[config.mk]
export PLATFORM = sky130hd
export DESIGN_NAME = start_vector_sel
export DESIGN_NICKNAME = d
export VERILOG_FILES = /design/src/rtl/svs_pkg.sv /design/src/rtl/svs_strap_latch.sv /design/src/rtl/svs_vec_fetch.sv /design/src/rtl/start_vector_sel.sv
export SDC_FILE = /design/constraint.sdc
export NUM_CORES = 1
export LEC_CHECK = 0
export ABC_AREA = 1
export CORE_MARGIN = 2
export CORE_UTILIZATION = 30
export CTS_CLUSTER_DIAMETER = 40
export DETAILED_ROUTE_END_ITERATION = 6
export GPL_TIMING_DRIVEN = 0
export PLACE_DENSITY = 0.53
export SYNTH_ARGS = -nofsm -noshare
export SYNTH_HDL_FRONTEND = slang
export SYNTH_SLANG_ARGS = --single-unit
[constraint.sdc]
create_clock -name clk -period 1.8 [get_ports clk]
set_input_delay 0.45 -clock clk [delete_from_list [all_inputs] [get_ports clk]]
set_output_delay 0.45 -clock clk [all_outputs]
set_load 0.03 [all_outputs]
[src/rtl/svs_pkg.sv]
`timescale 1ns/1ps
package svs_pkg;
  localparam int WORD_W = 16;
  typedef logic [WORD_W-1:0] word_t;

  typedef enum logic [1:0] {
    MODE_LOWMEM  = 2'd0,
    MODE_MONITOR = 2'd1,
    MODE_ROM     = 2'd2,
    MODE_STRAP   = 2'd3
  } start_mode_e;

  typedef enum logic [2:0] {
    SEQ_SAMPLE, SEQ_DECIDE, SEQ_FETCH, SEQ_START, SEQ_RUN
  } seq_state_e;

  typedef enum logic [1:0] {
    FET_IDLE, FET_PC, FET_PS
  } fetch_state_e;

  // raw strap pair read as a number, installed = 0
  function automatic start_mode_e decode_mode(input logic [1:0] raw);
    return start_mode_e'(raw);
  endfunction

  // high-order straps placed at the top of the word, rest zero
  function automatic word_t strap_entry(input word_t hi_bits, input int n_bits);
    return word_t'(hi_bits << (WORD_W - n_bits));
  endfunction
endpackage

[src/rtl/svs_strap_latch.sv]
`timescale 1ns/1ps
module svs_strap_latch
  import svs_pkg::*;
#(
  parameter int N_ADDR = 4
) (
  input  logic              clk,
  input  logic              rst_n,
  input  logic              capture,
  input  logic [1:0]        mode_raw,
  input  logic [N_ADDR-1:0] addr_raw,
  output start_mode_e       mode_q,
  output logic [N_ADDR-1:0] addr_q
);
  always_ff @(posedge clk or negedge rst_n) begin
    if (!rst_n) begin
      mode_q <= MODE_LOWMEM;
      addr_q <= '0;
    end else if (capture) begin
      mode_q <= decode_mode(mode_raw);
      addr_q <= addr_raw;
    end
  end
endmodule

[src/rtl/svs_vec_fetch.sv]
`timescale 1ns/1ps
module svs_vec_fetch
  import svs_pkg::*;
#(
  parameter word_t PC_ADDR = 16'o24,
  parameter word_t PS_ADDR = 16'o26
) (
  input  logic  clk,
  input  logic  rst_n,
  input  logic  go,
  output logic  rd_req,
  output word_t rd_addr,
  input  logic  rd_done,
  input  word_t rd_data,
  input  logic  rd_timeout,
  output logic  done,
  output logic  failed,
  output word_t fail_addr,
  output word_t pc_word,
  output word_t ps_word
);
  fetch_state_e state;

  assign rd_req  = (state != FET_IDLE);
  assign rd_addr = (state == FET_PS) ? PS_ADDR : PC_ADDR;

  always_ff @(posedge clk or negedge rst_n) begin
    if (!rst_n) begin
      state     <= FET_IDLE;
      done      <= 1'b0;
      failed    <= 1'b0;
      fail_addr <= '0;
      pc_word   <= '0;
      ps_word   <= '0;
    end else begin
      done <= 1'b0;
      case (state)
        FET_IDLE: if (go) state <= FET_PC;
        FET_PC: if (rd_done) begin
          if (rd_timeout) begin
            failed    <= 1'b1;
            fail_addr <= PC_ADDR;
            done      <= 1'b1;
            state     <= FET_IDLE;
          end else begin
            pc_word <= rd_data;
            state   <= FET_PS;
          end
        end
        FET_PS: if (rd_done) begin
          if (rd_timeout) begin
            failed    <= 1'b1;
            fail_addr <= PS_ADDR;
          end else begin
            ps_word <= rd_data;
          end
          done  <= 1'b1;
          state <= FET_IDLE;
        end
        default: state <= FET_IDLE;
      endcase
    end
  end
endmodule

[src/rtl/start_vector_sel.sv]
`timescale 1ns/1ps
module start_vector_sel
  import svs_pkg::*;
#(
  parameter word_t PC_VEC_ADDR  = 16'o24,
  parameter word_t PS_VEC_ADDR  = 16'o26,
  parameter word_t ROM_ENTRY    = 16'o173000,
  parameter word_t BOOT_PS      = 16'o340,
  parameter int    N_ADDR_STRAPS = 4
) (
  input  logic                     clk,
  input  logic                     rst_n,
  input  logic [1:0]               strap_mode,
  input  logic [N_ADDR_STRAPS-1:0] strap_addr,
  input  logic                     strap_halt,
  output logic                     rd_req,
  output logic [WORD_W-1:0]        rd_addr,
  input  logic                     rd_done,
  input  logic [WORD_W-1:0]        rd_data,
  input  logic                     rd_timeout,
  output logic                     start_pulse,
  output logic [WORD_W-1:0]        start_pc,
  output logic [WORD_W-1:0]        start_ps,
  output logic                     monitor_req,
  output logic                     irq_allow,
  output logic                     halt_trap
);
  seq_state_e                state;
  start_mode_e               mode_q;
  logic [N_ADDR_STRAPS-1:0]  addr_q;
  logic                      sample_now;
  logic                      fetch_go;
  logic                      fetch_done;
  logic                      fetch_failed;
  word_t                     fetch_fail_addr;
  word_t                     fetch_pc;
  word_t                     fetch_ps;
  logic                      running;

  assign sample_now  = (state == SEQ_SAMPLE);
  assign fetch_go    = (state == SEQ_DECIDE) && (mode_q == MODE_LOWMEM);
  assign start_pulse = (state == SEQ_START);
  assign running     = (state == SEQ_RUN);
  assign halt_trap   = strap_halt;

  svs_strap_latch #(.N_ADDR(N_ADDR_STRAPS)) u_latch (
    .clk      (clk),
    .rst_n    (rst_n),
    .capture  (sample_now),
    .mode_raw (strap_mode),
    .addr_raw (strap_addr),
    .mode_q   (mode_q),
    .addr_q   (addr_q)
  );

  svs_vec_fetch #(.PC_ADDR(PC_VEC_ADDR), .PS_ADDR(PS_VEC_ADDR)) u_fetch (
    .clk        (clk),
    .rst_n      (rst_n),
    .go         (fetch_go),
    .rd_req     (rd_req),
    .rd_addr    (rd_addr),
    .rd_done    (rd_done),
    .rd_data    (rd_data),
    .rd_timeout (rd_timeout),
    .done       (fetch_done),
    .failed     (fetch_failed),
    .fail_addr  (fetch_fail_addr),
    .pc_word    (fetch_pc),
    .ps_word    (fetch_ps)
  );

  always_ff @(posedge clk or negedge rst_n) begin
    if (!rst_n) begin
      state       <= SEQ_SAMPLE;
      start_pc    <= '0;
      start_ps    <= '0;
      monitor_req <= 1'b0;
      irq_allow   <= 1'b0;
    end else begin
      case (state)
        SEQ_SAMPLE: state <= SEQ_DECIDE;
        SEQ_DECIDE: begin
          case (mode_q)
            MODE_LOWMEM: state <= SEQ_FETCH;
            MODE_MONITOR: begin
              start_pc    <= '0;
              start_ps    <= '0;
              monitor_req <= 1'b1;
              irq_allow   <= 1'b0;
              state       <= SEQ_START;
            end
            MODE_ROM: begin
              start_pc  <= ROM_ENTRY;
              start_ps  <= BOOT_PS;
              irq_allow <= 1'b1;
              state     <= SEQ_START;
            end
            MODE_STRAP: begin
              start_pc  <= strap_entry(word_t'(addr_q), N_ADDR_STRAPS);
              start_ps  <= BOOT_PS;
              irq_allow <= 1'b1;
              state     <= SEQ_START;
            end
          endcase
        end
        SEQ_FETCH: if (fetch_done) begin
          if (fetch_failed) begin
            start_pc    <= fetch_fail_addr;
            start_ps    <= '0;
            monitor_req <= 1'b1;
            irq_allow   <= 1'b0;
          end else begin
            start_pc  <= fetch_pc;
            start_ps  <= fetch_ps;
            irq_allow <= 1'b1;
          end
          state <= SEQ_START;
        end
        SEQ_START: state <= SEQ_RUN;
        SEQ_RUN:   state <= SEQ_RUN;
        default:   state <= SEQ_SAMPLE;
      endcase
    end
  end
endmodule

==> flow_summary.ini <==
[run_status]
run_status = complete, no violations

[floorplan]
rows = 42
start_util = 0.304
floorplan.die.width_um = 119
core_area_mm2 = 0.0131
ioPinCount = 80
fp.dieH_um = 119
floorplan.die_area_mm2 = 0.0143

[yosys]
synth_seq_cells = 81
synthMuxAreaShare = 0.0113
yosysWarningCount = 0
synthXorXnorAreaFrac = 0
synth-edff-count = 0
synth-compound-area-share = 0.0651
synth_area_mm2 = 0.00400
most_area_consuming_cells_after_synthesis = dfrtp_1 51%, nand2_1 13%, o21ai_0 5.4%, nand2_2 3.4%, nor2_1 3.4%
async_flop_share = 1.00
yosys_most_used_dff = dfrtp_1
synth.most_common_cell = nand2_1
synthesized_area_divided_by_synthesized_cell_count_um2 = 8.75
synthDominantAreaCellType = dfrtp_1
syn_inst = 457
yosys.area.top_type_share = 0.507
post_synth_fa_ha_maj_area_fraction = 0.0282
yosysSeqAreaShare = 0.507
post_synth_most_frequent_cells = 138 x nand2_1, 81 x dfrtp_1, 43 x o21ai_0, 36 x nor2_1, 34 x inv_1
synthSimpleGateAreaFrac = 0.294
ys_types = 31
synth_top_family_by_area = simple AND/OR/NAND/NOR gates

[clock_network]
clkSinkCount = 81
postCtsHoldBufs = 0
cts_clock_pin_slew_for_the_worst_setup_and_hold_paths_ps = 60
clk-insertion-delay-late_ps = 340
clock_tree_from_tritoncts = yes
clock_tree.root_cell = clkbuf_16
tritoncts.num_buffers = 9
ctsHtreeMaxLevel = 3
clk_path_buf_depth = 2

[drt]
route.met2.wl_um = 4520
detail_route.wl_per_cell_um = 13.2
avgViaCountPerCell = 4.33
detailedRoute.firstIterationViolations = 147
wl_met3_um = 402
detailroute.via_count = 3171
top_layer_used = met4
post-route-drc-count = 0
first_pass_iters = 4
totalWireLength_um = 9650
wl_met1_um = 4600
antenna_violating_nets_post_route = 0

[worst_setup_path]
worst_ep_required_time_ps = 1350
regToRegSetupSlack_ps = 120
length_in_cells_of_the_worst_reg_to_reg_path = 8
timing.critical_path.to_type = output pin
crit_arrival_ps = 1280
timing.setup.critical_path_class = reg -> out
timing.rr.end = start_pc[14]
worstPathMaxFanout = 4
critPathLaunchType = register
timing.rr.start = u_latch.mode_q[0]

[place]
detailedPlace.worstSlack_ps = -320
port-buffer-count = 63
gp_congestion = 0.832
dp_hpwl_um = 7210

[run]
max-cap-violations = 0

[timing]
worstMarginPinSlew_ps = 525
hold_viol = 0
period_share = 0.963
clock-skew-final_ps = 6.63
grt_setup_unrepaired = false
fmax_mhz = 577
timing.final.setup_violations = 0
max_transition_viols_final = 0
min_period_ps = 1730
worst_slew_margin_rel = 0.650
setup_tns_ps = 0
postLayoutSetupSlackWorst_ps = 66.2

[layout]
synth_to_final_area_change_pct = 30.7
filler_cell_count = 1382
nNetsFinal = 587
drive_above_1_share = 0.191
insertedDiodeCount = 0

[global_route]
first_pass_grt_wire_length_um = 15600
grt.overflow.total = 0
grt_max_degree = 50
grt.total_usage = 0.141
number_of_antenna_violations_at_the_first_check_in_global_routing = 0
grt_pass1_vias = 3113

[min_path]
timing.hold.worst.class = in -> async

[power_and_ir_drop]
vdd.ir_drop.worst_v = 0.000602
power_leakage_nw = 2.66
power.density_mw_per_mm2 = 1590
[final cells by class]
class	instances	area (µm²)	share of cell area
sequential	81	2030	0.388
multi-input combinational	317	1670	0.319
timing repair buffer	71	656	0.125
clock buffer	10	239	0.0457
buffer	32	220	0.0421
tap	176	220	0.0421
inverter	39	156	0.0299
clock inverter	6	42.5	0.00814
[power by group]
group	internal, mW	switching [mW]
combinational	1.33	2.41
clock	0.974	0.752
sequential	2.45	0.392
[worst max path at each step]
stage | from | to | slack [ps]
finish | u_fetch.state[0] | rd_addr[1] | 70
global route | state[1] | start_pulse | 0.5
CTS | u_latch.mode_q[0] | start_ps[6] | 9
detailed placement | state[0] | start_pulse | -320
global placement | rst_n | u_fetch.state[1] | -2710
floorplan | u_latch.mode_q[0] | start_ps[0] | 220
[layout by cell type (no fill, tap or decap), types with 15 or more instances in the layout]
cell,instances
buf_4,27
clkdlybuf4s50_1,25
conb_1,15
dfrtp_1,81
dlygate4sd2_1,34
inv_1,34
nand2_1,138
nand2_2,22
nand3_1,15
nor2_1,35
o21ai_0,43
[what timing repair did]
action | 4_1_cts | 5_1_grt
hold endpoints to repair | 0 | 0
pin swaps | 1 | 2
endpoints found under the setup margin | 47 | 13
setup buffers | 2 | 5
gates resized for setup | 52 | 7
[worst max-delay path, stage by stage, from the launching register on]
cell	delay, ps
dfrtp_1	400
inv_1	120
ha_2	230
clkbuf_4	200
[layer usage]
| layer | vias to the layer above | GRT usage |
|---|---|---|
| met5 | - | 0 |
| li1 | 1594 | - |
| met2 | 69 | 0.218 |
| met4 | 0 | 0.0699 |
| met1 | 1500 | 0.191 |
| met3 | 8 | 0.0216 |
[kinds of logic (layout without fill, tap and decap cells)]
family | Yosys count | after routing
AND/OR/NAND/NOR | 238 | 238
flip-flops | 81 | 81
buffers and inverters | 72 | 158
AO/OA/AOI/OAI | 51 | 51
adder cells (fa/ha/maj) | 9 | 9
multiplexers | 4 | 4
other | 2 | 15
[registers in the layout (all words and copies together), names as in the netlist]
name / count
irq_allow: 1
monitor_req: 1
start_pc: 16
start_ps: 16
state: 3
u_fetch.done: 1
u_fetch.fail_addr: 2
u_fetch.failed: 1
u_fetch.pc_word: 16
u_fetch.ps_word: 16
u_fetch.state: 2
u_latch.addr_q: 4
u_latch.mode_q: 2
[stage by stage]
| step | total power, mW | util | std cells | hold WS (ps) | area, µm² |
|---|---|---|---|---|---|
| floorplan | 5.47 | - | 470 | 154 | 4050 |
| global placement | 6.46 | 0.373 | 709 | 461 | 4900 |
| detailed placement | 6.55 | 0.375 | 710 | 426 | 4920 |
| CTS | 8.25 | 0.394 | 727 | 59.1 | 5170 |
| global route | 8.90 | 0.398 | 732 | 91.2 | 5230 |
| finish | 8.31 | 0.398 | 732 | 54.9 | 5230 |
(Power assumes the default switching activity.)
